File: config.mk
export PLATFORM = sky130hd
export DESIGN_NAME = eirq_combiner
export DESIGN_NICKNAME = d
export VERILOG_FILES = /design/src/rtl/eirq_pkg.sv /design/src/rtl/eirq_sync.sv /design/src/rtl/eirq_ctrl.sv /design/src/rtl/eirq_detect.sv /design/src/rtl/eirq_combiner.sv
export SDC_FILE = /design/constraint.sdc
export NUM_CORES = 1
export LEC_CHECK = 0
export BUFFER_PORTS_ARGS = -buffer_cell sky130_fd_sc_hd__buf_2
export CAP_MARGIN = 30
export CORE_AREA = 8 8 45 47
export DETAILED_ROUTE_END_ITERATION = 10
export DIE_AREA = 0 0 53 55
export RECOVER_POWER = 50
export SETUP_SLACK_MARGIN = 0.1
export SLEW_MARGIN = 0
export SYNTH_ARGS = -nofsm -noshare
export SYNTH_HDL_FRONTEND = slang
export SYNTH_SLANG_ARGS = --single-unit
File: constraint.sdc
create_clock -name clk_i -period 1.2 [get_ports clk_i]
set_input_delay 0.18 -clock clk_i [delete_from_list [all_inputs] [get_ports clk_i]]
set_output_delay 0.18 -clock clk_i [all_outputs]
set_load 0.005 [all_outputs]
File: src/rtl/eirq_pkg.sv
package eirq_pkg;
  localparam int CTRL_W   = 4;
  localparam int BIT_LVL  = 0;
  localparam int BIT_EN   = 1;
  localparam int BIT_ACK  = 2;
  localparam int BIT_FLAG = 3;

  typedef struct packed {
    logic level_mode;
    logic grp_en;
  } eirq_cfg_t;
endpackage

File: src/rtl/eirq_sync.sv
module eirq_sync #(
  parameter int   W       = 1,
  parameter int   STAGES  = 2,
  parameter logic RST_VAL = 1'b0
) (
  input  logic         clk_i,
  input  logic         rst_ni,
  input  logic [W-1:0] d_i,
  output logic [W-1:0] q_o
);
  logic [W-1:0] stg_q [STAGES];

  for (genvar g = 0; g < STAGES; g++) begin : g_stage
    if (g == 0) begin : g_first
      always_ff @(posedge clk_i or negedge rst_ni) begin
        if (!rst_ni) stg_q[g] <= {W{RST_VAL}};
        else         stg_q[g] <= d_i;
      end
    end else begin : g_next
      always_ff @(posedge clk_i or negedge rst_ni) begin
        if (!rst_ni) stg_q[g] <= {W{RST_VAL}};
        else         stg_q[g] <= stg_q[g-1];
      end
    end
  end

  assign q_o = stg_q[STAGES-1];
endmodule

File: src/rtl/eirq_ctrl.sv
module eirq_ctrl
  import eirq_pkg::*;
(
  input  logic              clk_i,
  input  logic              rst_ni,
  input  logic              we_i,
  input  logic [CTRL_W-1:0] wdata_i,
  input  logic              latch_i,
  input  logic              mask_set_i,
  input  logic              mask_clr_i,
  output eirq_cfg_t         cfg_o,
  output logic              sw_ack_o,
  output logic              mask_o,
  output logic [CTRL_W-1:0] rdata_o
);
  eirq_cfg_t cfg_q;
  logic      mask_q;

  always_ff @(posedge clk_i or negedge rst_ni) begin
    if (!rst_ni) begin
      cfg_q.level_mode <= 1'b1;
      cfg_q.grp_en     <= 1'b0;
    end else if (we_i) begin
      cfg_q.level_mode <= wdata_i[BIT_LVL];
      cfg_q.grp_en     <= wdata_i[BIT_EN];
    end
  end

  // set has priority over clear
  always_ff @(posedge clk_i or negedge rst_ni) begin
    if (!rst_ni)         mask_q <= 1'b1;
    else if (mask_set_i) mask_q <= 1'b1;
    else if (mask_clr_i) mask_q <= 1'b0;
  end

  assign sw_ack_o = we_i & wdata_i[BIT_ACK];
  assign cfg_o    = cfg_q;
  assign mask_o   = mask_q;

  always_comb begin
    rdata_o           = '0;
    rdata_o[BIT_LVL]  = cfg_q.level_mode;
    rdata_o[BIT_EN]   = cfg_q.grp_en;
    rdata_o[BIT_FLAG] = latch_i;
  end

  AST_MASK_SET: assert property (@(posedge clk_i) disable iff (!rst_ni)
    mask_set_i |=> mask_q);
  AST_MASK_CLR: assert property (@(posedge clk_i) disable iff (!rst_ni)
    (mask_clr_i && !mask_set_i) |=> !mask_q);
endmodule

File: src/rtl/eirq_detect.sv
module eirq_detect
  import eirq_pkg::*;
#(
  parameter int NUM_PORT = 4
) (
  input  logic                clk_i,
  input  logic                rst_ni,
  input  logic                pin_sync_i,
  input  logic [NUM_PORT-1:0] port_sync_i,
  input  logic                grp_opt_i,
  input  eirq_cfg_t           cfg_i,
  input  logic                clr_i,
  output logic                latch_o
);
  logic grp_act, act_line, act_q, rise, set_req, latch_q;

  // polarity-normalized combined line: 1 = requesting
  assign grp_act  = grp_opt_i & cfg_i.grp_en & (|port_sync_i);
  assign act_line = ~pin_sync_i | grp_act;

  always_ff @(posedge clk_i or negedge rst_ni) begin
    if (!rst_ni) act_q <= 1'b0;
    else         act_q <= act_line;
  end

  assign rise    = act_line & ~act_q;
  assign set_req = rise | (cfg_i.level_mode & act_line);

  // clear wins; level mode re-sets on the following cycle
  always_ff @(posedge clk_i or negedge rst_ni) begin
    if (!rst_ni)      latch_q <= 1'b0;
    else if (clr_i)   latch_q <= 1'b0;
    else if (set_req) latch_q <= 1'b1;
  end

  assign latch_o = latch_q;

  AST_EDGE_SETS: assert property (@(posedge clk_i) disable iff (!rst_ni)
    (rise && !clr_i) |=> latch_q);
  AST_LEVEL_HOLD: assert property (@(posedge clk_i) disable iff (!rst_ni)
    (cfg_i.level_mode && act_line && !clr_i) |=> latch_q);
  AST_NO_REARM: assert property (@(posedge clk_i) disable iff (!rst_ni)
    (!cfg_i.level_mode && !rise && !latch_q) |=> !latch_q);
  AST_CLR_WINS: assert property (@(posedge clk_i) disable iff (!rst_ni)
    clr_i |=> !latch_q);
  AST_GRP_GATED: assert property (@(posedge clk_i) disable iff (!rst_ni)
    (!(grp_opt_i && cfg_i.grp_en) && pin_sync_i) |-> !act_line);
endmodule

File: src/rtl/eirq_combiner.sv
module eirq_combiner
  import eirq_pkg::*;
#(
  parameter int NUM_PORT    = 4,
  parameter int SYNC_STAGES = 2
) (
  input  logic                clk_i,
  input  logic                rst_ni,
  input  logic                irq_pin_ni,
  input  logic [NUM_PORT-1:0] port_pins_i,
  input  logic                grp_opt_i,
  input  logic                ctrl_we_i,
  input  logic [CTRL_W-1:0]   ctrl_wdata_i,
  output logic [CTRL_W-1:0]   ctrl_rdata_o,
  input  logic                irq_ack_i,
  input  logic                mask_set_i,
  input  logic                mask_clr_i,
  output logic                irq_req_o,
  output logic                pin_level_o
);
  logic                pin_sync;
  logic [NUM_PORT-1:0] port_sync;
  eirq_cfg_t           cfg;
  logic                sw_ack, mask, latch, clr;

  eirq_sync #(.W(1), .STAGES(SYNC_STAGES), .RST_VAL(1'b1)) u_pin_sync (
    .clk_i (clk_i), .rst_ni(rst_ni), .d_i(irq_pin_ni), .q_o(pin_sync)
  );

  eirq_sync #(.W(NUM_PORT), .STAGES(SYNC_STAGES), .RST_VAL(1'b0)) u_port_sync (
    .clk_i (clk_i), .rst_ni(rst_ni), .d_i(port_pins_i), .q_o(port_sync)
  );

  eirq_ctrl u_ctrl (
    .clk_i     (clk_i),
    .rst_ni    (rst_ni),
    .we_i      (ctrl_we_i),
    .wdata_i   (ctrl_wdata_i),
    .latch_i   (latch),
    .mask_set_i(mask_set_i),
    .mask_clr_i(mask_clr_i),
    .cfg_o     (cfg),
    .sw_ack_o  (sw_ack),
    .mask_o    (mask),
    .rdata_o   (ctrl_rdata_o)
  );

  assign clr = irq_ack_i | sw_ack;

  eirq_detect #(.NUM_PORT(NUM_PORT)) u_detect (
    .clk_i      (clk_i),
    .rst_ni     (rst_ni),
    .pin_sync_i (pin_sync),
    .port_sync_i(port_sync),
    .grp_opt_i  (grp_opt_i),
    .cfg_i      (cfg),
    .clr_i      (clr),
    .latch_o    (latch)
  );

  assign irq_req_o   = latch & ~mask;
  assign pin_level_o = pin_sync;

  AST_MASKED_QUIET: assert property (@(posedge clk_i) disable iff (!rst_ni)
    (mask_set_i && !irq_ack_i) |=> !irq_req_o);
endmodule

==> results.md, run 1 <==
- Outcome: finished clean
- Maximum number of pins on one net before global-route repair: 16
- Core region area: 1380 um2
- Share of the synthesized area in the top cell type: 0.563
- Final number of max-transition violations: 0
- Summed area of non-filler cells in the final layout: 697 um2
- Master cell of the clock root buffer: clkbuf_4
- Number of nets in the layout: 77
- Final setup skew: 0.00775 ns
- Die ar.: 2920 um2
- Commonest cells in the synthesized netlist: dfrtp_1 (11), dfstp_2 (4), buf_4 (2), mux2_2 (2), nor2b_1 (2)
- Hold violation total from the final report: 0
- Number of buffers on the longest clock path: 2
- Die Span X: 53 um
- CP Data Arrival Time: 0.97 ns
- Synth Flop Type: dfrtp_1
- Slowest CP cell: dfstp_2
- Startpoint kind of the worst setup timing path: flop
- Biggest fanout along the worst timing path: 2
- Total routing resource utilization after global routing: 0.0649
- Crit Reg-Reg Endpoint: u_detect.latch_o
- Worst flop-to-flop path startpoint: u_port_sync.q_o[3]
- R2r setup slk: 0.11 ns
- Via-per-instance ratio: 4.22
- Final non-filler cell total: 76
- Number of iterations in the first detailed-routing pass: 1
- Post-synth ARST share: 1.00
- Flops & latches, synth: 15
- Most frequent cell after synthesis: dfrtp_1
- Highest clock rate: 869 MHz
- Number of antenna violations at the first check in global routing: 0
- Sum of negative setup slack: 0 ns
- Number of global-route vias before repair: 337
- CP required: 1.02 ns
- Delay contributed by the slowest stage of the critical path: 0.54 ns
- Mean Syn Cell Area: 15.8 um2
- Global-route congestion overflow total: 0
- Max_cap viols: 0
- Synth-to-Final Area Change: 42.5%
- Count of buffers inserted at the top-level ports: 19
- Global-route wire length before repair: 1370 um
- Starting DRC count in detailed routing: 0
- Peak supply drop: 0.000564 V
- Path depth of the worst reg2reg path: 3
- Post-Syn Area: 489 um2
- Unique cell type count in the Yosys netlist: 15
- TritonCTS Buffers: 3
- Initial cell density of the core: 0.354
- Post-synth EDFFs: 0
- TritonCTS clock tree: done
- Wire length per cell after detailed routing: 10.6 um
- Synthesized instance count: 31
- Vert. Die Dim: 55 um
- Area of placed instances: 589 um2
- Actual transition at the worst max-transition pin: 0.780 ns
- Antenna viol nets, final: 0
- Cell area power density: 1340 nW/um2
- Max_slew headroom: 0.480
- Remaining DRCs: 0
- Worst min-delay path category: in -> reg
- Family with the most delay on the worst path: flip-flops
- Final cell utilization of the core: 0.504
- Kind of capture point of the worst setup path: output pin
- Final min period: 1.15 ns
- Sequential element share of the synthesized area: 0.777
- Startpoint-to-endpoint class of the critical path: reg -> out
- Endpoints failing setup: 0
- Hold depth: 2
- Aggregate routed wire length: 808 um
- I/O pins: 22
- Sum of internal, switching and leakage power: 0.930 mW
- Number of buffer and inverter stages on the critical path: 1
- H-tree levels: 1
- Global placer's final weighted congestion: 0.678
- Static leakage: 0.337 nW
- Placement row count: 14
- HP Start: mask_set_i
- Post-placement cell count: 64
- TritonCTS sink count: 15
- Nets in the synthesized netlist: 47
- Via count: 321
- Ranking of synthesized cells by area: dfrtp_1 (56%), dfstp_2 (21%), mux2_2 (4.6%), buf_4 (3.1%), nor2b_1 (2.6%)
- Fraction of the cycle the final worst path needs: 0.959
- Setup repair after global routing missed its margin: yes
- Crit path cell chain: nor2b_1 > buf_2
- Antenna Diode Count: 0
- Post-synth top area cell: dfrtp_1
- Source-to-sink clock delay at the later pin of the worst-skew pair: 0.28 ns
- Clock transition time at the flip-flop clock pins of the worst setup and hold paths: 0.09 ns
- WHS Endpoint: u_ctrl.mask_o
- Total of warnings raised by yosys: 0
- Share of layout cells above drive strength 1: 0.517
==> per-stage QoR <==
stage	hold slack [ns]	setup WS, ns
finish	0.0731	0.0489
global route	0.0693	-0.00514
CTS	0.0596	0.0288
detailed placement	0.0940	0.0657
global placement	0.0869	0.0702
floorplan	-0.116	0.114
==> kinds of logic (layout without fill, tap and decap cells) <==
family | Yosys count | count (layout) | share of synthesized area
multiplexers | 2 | 2 | 0.0460
flip-flops | 15 | 15 | 0.777
AO/OA/AOI/OAI | 4 | 4 | 0.0537
buffers and inverters | 3 | 32 | 0.0383
other | 1 | 1 | 0.00767
AND/OR/NAND/NOR | 6 | 6 | 0.0767
==> sequential cells by signal (all words and copies together), names as in the netlist <==
register           cells
u_port_sync.q_o        4
u_port_sync.stg_q      4
u_ctrl.cfg_o           2
u_ctrl.mask_o          1
u_detect.act_q         1
u_detect.latch_o       1
u_pin_sync.q_o         1
u_pin_sync.stg_q       1
==> how the worst max path moves through the flow <==
stage / start / to / cells after the start
2_1_floorplan: u_port_sync.q_o[3] / u_detect.latch_o / 3
3_3_place_gp: u_port_sync.q_o[3] / u_detect.latch_o / 3
3_5_place_dp: u_port_sync.q_o[3] / u_detect.latch_o / 3
4_1_cts: u_ctrl.mask_o / irq_req_o / 2
5_1_grt: u_ctrl.mask_o / irq_req_o / 2
6_report: u_ctrl.mask_o / irq_req_o / 2
==> placed cells by master (no fill, tap or decap) <==
master         Yosys  layout
clkinv_2           0       1
nand2_1            1       1
clkbuf_4           0       3
a21o_1             1       1
clkbuf_1           0       1
buf_6              0       1
conb_1             1       1
nor4_2             1       1
nor2b_1            2       2
o31a_1             1       1
dfrtp_1           11      11
buf_4              2       2
nor2_1             1       1
buf_2              0      17
o21ai_0            1       1
nor3_1             1       1
mux2_2             2       2
dfstp_2            4       4
inv_1              1       1
dlygate4sd3_1      0       6
a21oi_1            1       1
==> per-layer routing <==
metal  global-route usage  vias to the layer above  part of all wire
met2               0.0762                       16              0.42
li1                     -                      155                 -
met1               0.0794                      150              0.41
met4               0.0647                        0                 0
met3               0.0348                        0              0.17
met5                    0                        -                 0
==> cell type report <==
type / instances / area [um2]
clock buffers: 3 / 22.5
inverters: 1 / 3.75
well taps: 16 / 20.0
flip-flops and latches: 15 / 380
fillers: 116 / 687
repair buffers: 27 / 175
multi-input cells: 13 / 90.1
clock inverters: 1 / 5.00
==> repair_timing <==
item / CTS / global route
hold buffers: 6 / 0
buffers inserted: 2 / 0
endpoints found under the hold margin: 16 / 0
pin swaps: 3 / 2
endpoints found under the setup margin: 4 / 4
resized for setup: 0 / 1
==> power by group <==
group | total, mW | leakage [nW] | internal (mW) | switching, mW
Combinational | 0.0971 | 0.148 | 0.0604 | 0.0366
Sequential | 0.557 | 0.171 | 0.544 | 0.0134
Clock | 0.276 | 0.0177 | 0.123 | 0.153
No activity file was read; power rests on OpenSTA's default activity.
==> run 2, diff against run 1 <==
--- a/config.mk
+++ b/config.mk
@@ -5,11 +5,13 @@
 export SDC_FILE = /design/constraint.sdc
 export NUM_CORES = 1
 export LEC_CHECK = 0
+export ABC_AREA = 1
 export BUFFER_PORTS_ARGS = -buffer_cell sky130_fd_sc_hd__buf_2
 export CAP_MARGIN = 30
 export CORE_AREA = 8 8 45 47
 export DETAILED_ROUTE_END_ITERATION = 10
 export DIE_AREA = 0 0 53 55
+export PLACE_DENSITY = 0.66
 export RECOVER_POWER = 50
 export SETUP_SLACK_MARGIN = 0.1
 export SLEW_MARGIN = 0
==> run 2 against run 1 <==
Net effect: sequential power is essentially flat; total power is 0.50% lower; combinational power grew 0.5%; core utilization increased by 0.27 points; global-route usage grew 0.66 points; non-clock buffer count shrank 1; worst hold slack worse by 0.037 ns; die area unchanged; first-iteration DRC count is 1 higher; highest routed layer unchanged.
==> results.md, run 2 <==
- Outcome: finished clean (unchanged)
- Antenna viol nets, final: 0 (unchanged)
- Max_cap viols: 0 (unchanged)
- Synth-to-Final Area Change: 40.4% (was 42.5%)
- Switching power total: 0.199 mW (was 0.203 mW)
- Ranking of synthesized cells by area: dfrtp_1 (55%), dfstp_2 (21%), nand2_2 (3.8%), buf_4 (3.0%), nand2_1 (3.0%) (was dfrtp_1 (56%), dfstp_2 (21%), mux2_2 (4.6%), buf_4 (3.1%), nor2b_1 (2.6%))
- Post-synth ARST share: 1.00 (unchanged)
- Global-route wire length before repair: 1460 um (was 1370 um)
- Sequential element share of the synthesized area: 0.762 (was 0.777)
- CP Data Arrival Time: 0.97 ns (about the same)
- CP required: 1.02 ns (about the same)
- Number of fill cells: 126 (was 116)
- Post-Place Setup Slack: 0.348 ns (was 0.0657 ns)
- Path depth of the worst reg2reg path: 4 (was 3)
- Post-synth top area cell: dfrtp_1 (unchanged)
- Final cell utilization of the core: 0.506 (was 0.504)
- Number of antenna violations at the first check in global routing: 0 (unchanged)
- Setup slack after layout: 0.0512 ns (was 0.0489 ns)
- Area share of xor/xnor cells in the synthesized design: 0 (unchanged)
- Global-route congestion overflow total: 0 (unchanged)
- Final number of max-transition violations: 0 (unchanged)
- Fraction of the cycle the final worst path needs: 0.957 (was 0.959)
- Flop pwr share: 0.599 (about the same)
- Sum of negative setup slack: 0 ns (unchanged)
- Final min period: 1.15 ns (about the same)
- Vert. Die Dim: 55 um (unchanged)
- I/O pins: 22 (unchanged)
- Max_slew headroom: 0.486 (was 0.480)
- Starting DRC count in detailed routing: 1 (was 0)
- Synth Flop Type: dfrtp_1 (unchanged)
- Clock transition time at the flip-flop clock pins of the worst setup and hold paths: 0.08 ns (was 0.09 ns)
- Adder and majority gate portion of the synthesized area: 0 (unchanged)
- Nets in the synthesized netlist: 53 (was 47)
- Static leakage: 0.350 nW (was 0.337 nW)
- Number of iterations in the first detailed-routing pass: 2 (was 1)
- Busiest layer in global routing: met2 (was met1)
- TritonCTS clock tree: done (unchanged)
- Area of placed instances: 599 um2 (was 589 um2)
- TritonCTS sink count: 15 (unchanged)
- Commonest cells in the synthesized netlist: dfrtp_1 (11), dfstp_2 (4), nand2_1 (4) (was dfrtp_1 (11), dfstp_2 (4), buf_4 (2), mux2_2 (2), nor2b_1 (2))
- Crit Reg-Reg Endpoint: u_detect.latch_o (unchanged)
- H-tree levels: 1 (unchanged)
- Wire length per cell after detailed routing: 10.2 um (was 10.6 um)
- Summed area of non-filler cells in the final layout: 701 um2 (was 697 um2)
- Final setup skew: 0.00471 ns (was 0.00775 ns)
- Startpoint kind of the worst setup timing path: flop (unchanged)
- Worst min-delay path category: in -> reg (unchanged)
- Core region area: 1380 um2 (unchanged)
- Largest family of logic cells by synthesized area: simple AND/OR/NAND/NOR gates (unchanged)
- Synthesized instance count: 37 (was 31)
- Endpoints failing setup: 0 (unchanged)
- Actual transition at the worst max-transition pin: 0.771 ns (was 0.780 ns)
- Global placer's final weighted congestion: 0.689 (was 0.678)
- Count of buffers inserted at the top-level ports: 19 (unchanged)
- Number of nets in the layout: 82 (was 77)
- Most used cells in the layout excluding fill and tap cells: buf_2 (17), dfrtp_1 (11), dlygate4sd3_1 (6) (unchanged)
- Placement row count: 14 (unchanged)
- Setup repair after global routing missed its margin: yes (unchanged)
- Total of warnings raised by yosys: 0 (unchanged)
- Initial cell density of the core: 0.361 (was 0.354)
- Die ar.: 2920 um2 (unchanged)
- Clock power share: 0.296 (was 0.297)
- Multi-input combinational cell area: 91.3 um2 (was 90.1 um2)
- TritonCTS Buffers: 3 (unchanged)
- Kind of capture point of the worst setup path: output pin (unchanged)
- Source-to-sink clock delay at the later pin of the worst-skew pair: 0.28 ns (about the same)
- Aggregate routed wire length: 823 um (was 808 um)
- Share of the synthesized area in the top cell type: 0.551 (was 0.563)
- Total routing resource utilization after global routing: 0.0715 (was 0.0649)
- Switching power as a share of total power: 0.215 (was 0.218)
- Met1 track demand over resource in global routing: 0.0761 (was 0.0794)
- Die Span X: 53 um (unchanged)
- Simple-Gate Fraction of Synth Area: 0.0902 (was 0.0767)
- Via count: 323 (was 321)
- Most frequent cell after synthesis: dfrtp_1 (unchanged)
- Share of layout cells above drive strength 1: 0.477 (was 0.517)
- Post-synth EDFFs: 0 (unchanged)
- Number of buffers on the longest clock path: 2 (unchanged)
- Antenna Diode Count: 0 (unchanged)
- Biggest fanout along the worst timing path: 2 (unchanged)
- Mean Syn Cell Area: 13.5 um2 (was 15.8 um2)
- Peak supply drop: 0.000699 V (was 0.000564 V)
- Cell area power density: 1320 nW/um2 (was 1340 nW/um2)
- Remaining DRCs: 0 (unchanged)
- Flops & latches, synth: 15 (unchanged)
- Reg area: 380 um2 (unchanged)
- Post-Syn Area: 499 um2 (was 489 um2)
- Slowest CP cell: dfstp_2 (unchanged)
- Hold violation total from the final report: 0 (unchanged)
- Delay contributed by the slowest stage of the critical path: 0.55 ns (was 0.54 ns)
- Worst flop-to-flop path startpoint: u_pin_sync.q_o (was u_port_sync.q_o[3])
- Most frequent standard cell in the layout excluding fill and tap cells: buf_2 (unchanged)
- Multiplexer share of the synthesized area: 0.0226 (was 0.0460)
- Unique cell type count in the Yosys netlist: 14 (was 15)
- Combinational power share: 0.105 (was 0.104)
- Fraction of met3 tracks used by global routing: 0.0428 (was 0.0348)
- Crit path cell chain: nor2_2 > buf_2 (was nor2b_1 > buf_2)
- R2r setup slk: 0.30 ns (was 0.11 ns)
- Highest clock rate: 870 MHz (was 869 MHz)
- Destination of the critical timing path: irq_req_o (unchanged)
- Number of global-route vias before repair: 361 (was 337)
- Master cell of the clock root buffer: clkbuf_4 (unchanged)
- Startpoint-to-endpoint class of the critical path: reg -> out (unchanged)
- Via-per-instance ratio: 3.99 (was 4.22)
- Internal Pwr Total: 0.727 mW (was 0.728 mW)
- Maximum number of pins on one net before global-route repair: 16 (unchanged)
- Crit. Startpoint: u_ctrl.mask_o (unchanged)
- Compound-gate portion of the synthesized area: 0.0576 (was 0.0537)
- Met2 Use GR: 0.0977 (was 0.0762)
## run 2: how the worst min path moves through the flow
stage,startpoint,to,slack [ns],depth (start not counted)
after global placement,rst_ni,u_detect.latch_o,0.09,1
after global routing,mask_clr_i,u_ctrl.mask_o,0.04,2
final,mask_clr_i,u_ctrl.mask_o,0.04,2
after floorplan,rst_ni,u_ctrl.cfg_o[0],-0.12,0
after CTS,mask_clr_i,u_ctrl.mask_o,0.03,2
after detailed placement,rst_ni,u_port_sync.stg_q[4],0.09,1
## run 2: stage by stage
stage	hold WS, ns	total power, mW	std cells
after detailed placement	0.0930	0.644	70
after floorplan	-0.116	0.600	37
after global placement	0.0867	0.640	70
final	0.0361	0.926	81
after global routing	0.0437	0.978	81
after CTS	0.0252	0.944	81
## run 2: per-layer routing
metal	part of all wire	vias to the layer above
met5	0	-
met4	0	0
met3	0.12	0
met2	0.49	15
met1	0.39	143
li1	-	165
## run 2: layout make-up
type | count | share of cell area
Timing Repair Buffer | 26 | 0.239
Tap cell | 16 | 0.0286
Inverter | 4 | 0.0214
Multi-Input combinational cell | 16 | 0.130
Sequential cell | 15 | 0.543
Clock buffer | 4 | 0.0375
## run 2: worst max-delay path, delay by kind of cell, from the launching register on
kind / cells / cell delay (ns)
DFF: 1 / 0.55
buffers and inverters: 1 / 0.12
and+or+nand+nor: 1 / 0.03
## run 2: cell families (layout without fill, tap and decap cells)
| logic type | Yosys count | count (layout) |
|---|---|---|
| flops | 15 | 15 |
| other cells | 1 | 1 |
| buf+inv | 6 | 34 |
| simple gates | 10 | 10 |
| mux | 1 | 1 |
| compound gates | 4 | 4 |
## run 2: power by group through the flow
stage | Combinational, mW | Sequential, mW | Clock, mW
5_1_grt | 0.110 | 0.560 | 0.307
2_1_floorplan | 0.0365 | 0.563 | 0
6_report | 0.0976 | 0.554 | 0.274
4_1_cts | 0.0997 | 0.554 | 0.291
3_3_place_gp | 0.0781 | 0.562 | 0
3_5_place_dp | 0.0800 | 0.564 | 0
## run 2: timing repair
action	CTS	global route
endpoints found under the hold margin	16	0
pin swaps	1	0
hold buffers	6	0
gates resized for setup	1	1
setup buffers	1	0
setup endpoints to repair	3	3
==> run 3, diff against run 2 <==
--- a/config.mk
+++ b/config.mk
@@ -8,9 +8,9 @@
 export ABC_AREA = 1
 export BUFFER_PORTS_ARGS = -buffer_cell sky130_fd_sc_hd__buf_2
 export CAP_MARGIN = 30
-export CORE_AREA = 8 8 45 47
+export CORE_AREA = 2 2 39 41
 export DETAILED_ROUTE_END_ITERATION = 10
-export DIE_AREA = 0 0 53 55
+export DIE_AREA = 0 0 41 43
 export PLACE_DENSITY = 0.66
 export RECOVER_POWER = 50
 export SETUP_SLACK_MARGIN = 0.1
==> run 3 against run 2 <==
Net effect: final area shrank 1.2%; via count rose by 3.1%; sequential cell count stayed put; die area fell by 40%.
==> results.md, run 3 (synthesis gave the netlist of run 2 again) <==
- Final setup skew: 0.00431 ns (was 0.00471 ns)
- Maximum number of pins on one net before global-route repair: 16 (unchanged)
- Remaining DRCs: 0 (unchanged)
- Source-to-sink clock delay at the later pin of the worst-skew pair: 0.27 ns (was 0.28 ns)
- Hold violation total from the final report: 0 (unchanged)
- Area of placed instances: 599 um2 (unchanged)
- Setup repair after global routing missed its margin: yes (unchanged)
- Post-Place Setup Slack: 0.352 ns (was 0.348 ns)
- Most frequent standard cell in the layout excluding fill and tap cells: buf_2 (unchanged)
- Initial cell density of the core: 0.361 (unchanged)
- Share of layout cells above drive strength 1: 0.462 (was 0.477)
- Starting DRC count in detailed routing: 5 (was 1)
- Outcome: finished clean (unchanged)
- Summed area of non-filler cells in the final layout: 692 um2 (was 701 um2)
- Aggregate routed wire length: 740 um (was 823 um)
- Slowest CP cell: dfstp_2 (unchanged)
- Antenna viol nets, final: 0 (unchanged)
- Logic depth of the worst setup path including buffers: 2 (unchanged)
- Startpoint kind of the worst setup timing path: flop (unchanged)
- Antenna Diode Count: 0 (unchanged)
- Vert. Die Dim: 43 um (was 55 um)
- Multi-input combinational cell area: 88.8 um2 (was 91.3 um2)
- Via-per-instance ratio: 4.11 (was 3.99)
- Number of antenna violations at the first check in global routing: 0 (unchanged)
- Clock power share: 0.295 (was 0.296)
- Worst-case hold slack: 0.0378 ns (was 0.0361 ns)
- Final min period: 1.14 ns (was 1.15 ns)
- Family with the most delay on the worst path: flip-flops (unchanged)
- Final cell utilization of the core: 0.500 (was 0.506)
- CP Data Arrival Time: 0.96 ns (was 0.97 ns)
- Highest clock rate: 878 MHz (was 870 MHz)
- Detailed-placement wirelength estimate: 534 um
- Number of buffer and inverter stages on the critical path: 1 (unchanged)
- Setup slack after layout: 0.0610 ns (was 0.0512 ns)
- Total routing resource utilization after global routing: 0.123 (was 0.0715)
- Number of fill cells: 131 (was 126)
- Delay contributed by the slowest stage of the critical path: 0.54 ns (was 0.55 ns)
- Wire length per cell after detailed routing: 9.14 um (was 10.2 um)
- Biggest fanout along the worst timing path: 2 (unchanged)
- Hold depth: 2 (unchanged)
- Clock transition time at the flip-flop clock pins of the worst setup and hold paths: 0.08 ns (about the same)
- Synth-to-Final Area Change: 38.6% (was 40.4%)
- Max_cap viols: 0 (unchanged)
- Reg area: 380 um2 (unchanged)
- Max_slew headroom: 0.491 (was 0.486)
- CP required: 1.02 ns (about the same)
- Global-route wire length before repair: 1350 um (was 1460 um)
- Global placer's final weighted congestion: 0.599 (was 0.689)
- Path depth of the worst reg2reg path: 4 (unchanged)
- WHS Endpoint: u_ctrl.mask_o (unchanged)
- Fraction of the cycle the final worst path needs: 0.949 (was 0.957)
- Actual transition at the worst max-transition pin: 0.764 ns (was 0.771 ns)
- Flop pwr share: 0.602 (was 0.599)
- Endpoints failing setup: 0 (unchanged)
- Cell area power density: 1330 nW/um2 (was 1320 nW/um2)
- Global-route congestion overflow total: 0 (unchanged)
- H-tree levels: 1 (unchanged)
- Number of iterations in the first detailed-routing pass: 4 (was 2)
- I/O pins: 22 (unchanged)
- Switching power total: 0.195 mW (was 0.199 mW)
- Master cell of the clock root buffer: clkbuf_4 (unchanged)
- Number of cells upsized or downsized after cts: 0 (was 1)
- Static leakage: 0.348 nW (was 0.350 nW)
- Crit path cell chain: nor2_1 > buf_2 (was nor2_2 > buf_2)
- Worst min-delay path category: in -> reg (unchanged)
- Die Span X: 41 um (was 53 um)
- Placement row count: 14 (unchanged)
- Number of buffers on the longest clock path: 2 (unchanged)
- TritonCTS sink count: 15 (unchanged)
- Worst flop-to-flop path startpoint: u_pin_sync.q_o (unchanged)
- Number of nets in the layout: 82 (unchanged)
- TritonCTS Buffers: 3 (unchanged)
- Die ar.: 1760 um2 (was 2920 um2)
- Final number of max-transition violations: 0 (unchanged)
- R2r setup slk: 0.32 ns (was 0.30 ns)
- Crit Reg-Reg Endpoint: u_detect.latch_o (unchanged)
- TritonCTS clock tree: done (unchanged)
- Via count: 333 (was 323)
- Combinational power share: 0.103 (was 0.105)
- Startpoint-to-endpoint class of the critical path: reg -> out (unchanged)
- Most used cells in the layout excluding fill and tap cells: buf_2 (18), dfrtp_1 (11), dlygate4sd3_1 (6) (was buf_2 (17), dfrtp_1 (11), dlygate4sd3_1 (6))
- Switching power as a share of total power: 0.212 (was 0.215)
- Sum of negative setup slack: 0 ns (unchanged)
- Core region area: 1380 um2 (unchanged)
- HP Start: mask_clr_i (unchanged)
- Number of global-route vias before repair: 361 (unchanged)
- Kind of capture point of the worst setup path: output pin (unchanged)
- Count of buffers inserted at the top-level ports: 19 (unchanged)
- Internal Pwr Total: 0.724 mW (was 0.727 mW)
- Peak supply drop: 0.000847 V (was 0.000699 V)
[run 3: changes by cell type in the layout (fill, tap and decap cells not counted)]
cell / change
buf_2: +1
nor2_1: +1
nor2_2: -1
buf_6: -1
[run 3: layout make-up]
type,instances,share of cell area
Inverter,4,0.0217
Clock buffer,4,0.0380
Tap cell,16,0.0289
Sequential cell,15,0.550
Multi-Input combinational cell,16,0.128
Timing Repair Buffer,26,0.233
[run 3: what timing repair did]
action / 4_1_cts / 5_1_grt
buffers inserted: 1 / 0
endpoints found under the hold margin: 16 / 0
hold buffers: 6 / 0
setup endpoints to repair: 3 / 3
gates cloned: 0 / 0
pin swaps: 1 / 0
[run 3: per-layer routing]
metal  wire [um]  vias to the layer above  GRT usage  part of all wire
li1            -                      164          -                 -
met1         313                      151      0.149              0.42
met2         347                       14      0.166              0.47
met3          50                        4     0.0471             0.068
met4          29                        0      0.100             0.039
met5           0                        -          0                 0
[run 3: worst max path at each step]
stage               slack (ns)       startpoint          endpoint
floorplan                 0.37  u_ctrl.cfg_o[1]  u_detect.latch_o
global placement          0.35  u_ctrl.cfg_o[1]  u_detect.latch_o
detailed placement        0.35  u_ctrl.cfg_o[1]  u_detect.latch_o
CTS                       0.05    u_ctrl.mask_o         irq_req_o
global route             0.008    u_ctrl.mask_o         irq_req_o
finish                    0.06    u_ctrl.mask_o         irq_req_o
[run 3: metrics by stage]
stage,power (mW),std cells
finish,0.920,81
global route,0.975,81
CTS,0.939,81
detailed placement,0.644,70
global placement,0.639,70
floorplan,0.600,37
[run 3: power groups by stage]
stage                     Combinational [mW]  Sequential, mW  Clock, mW
final                                 0.0948           0.554      0.271
after global placement                0.0770           0.562          0
after floorplan                       0.0365           0.563          0
after CTS                             0.0972           0.555      0.287
after detailed placement              0.0792           0.565          0
after global routing                   0.108           0.558      0.309
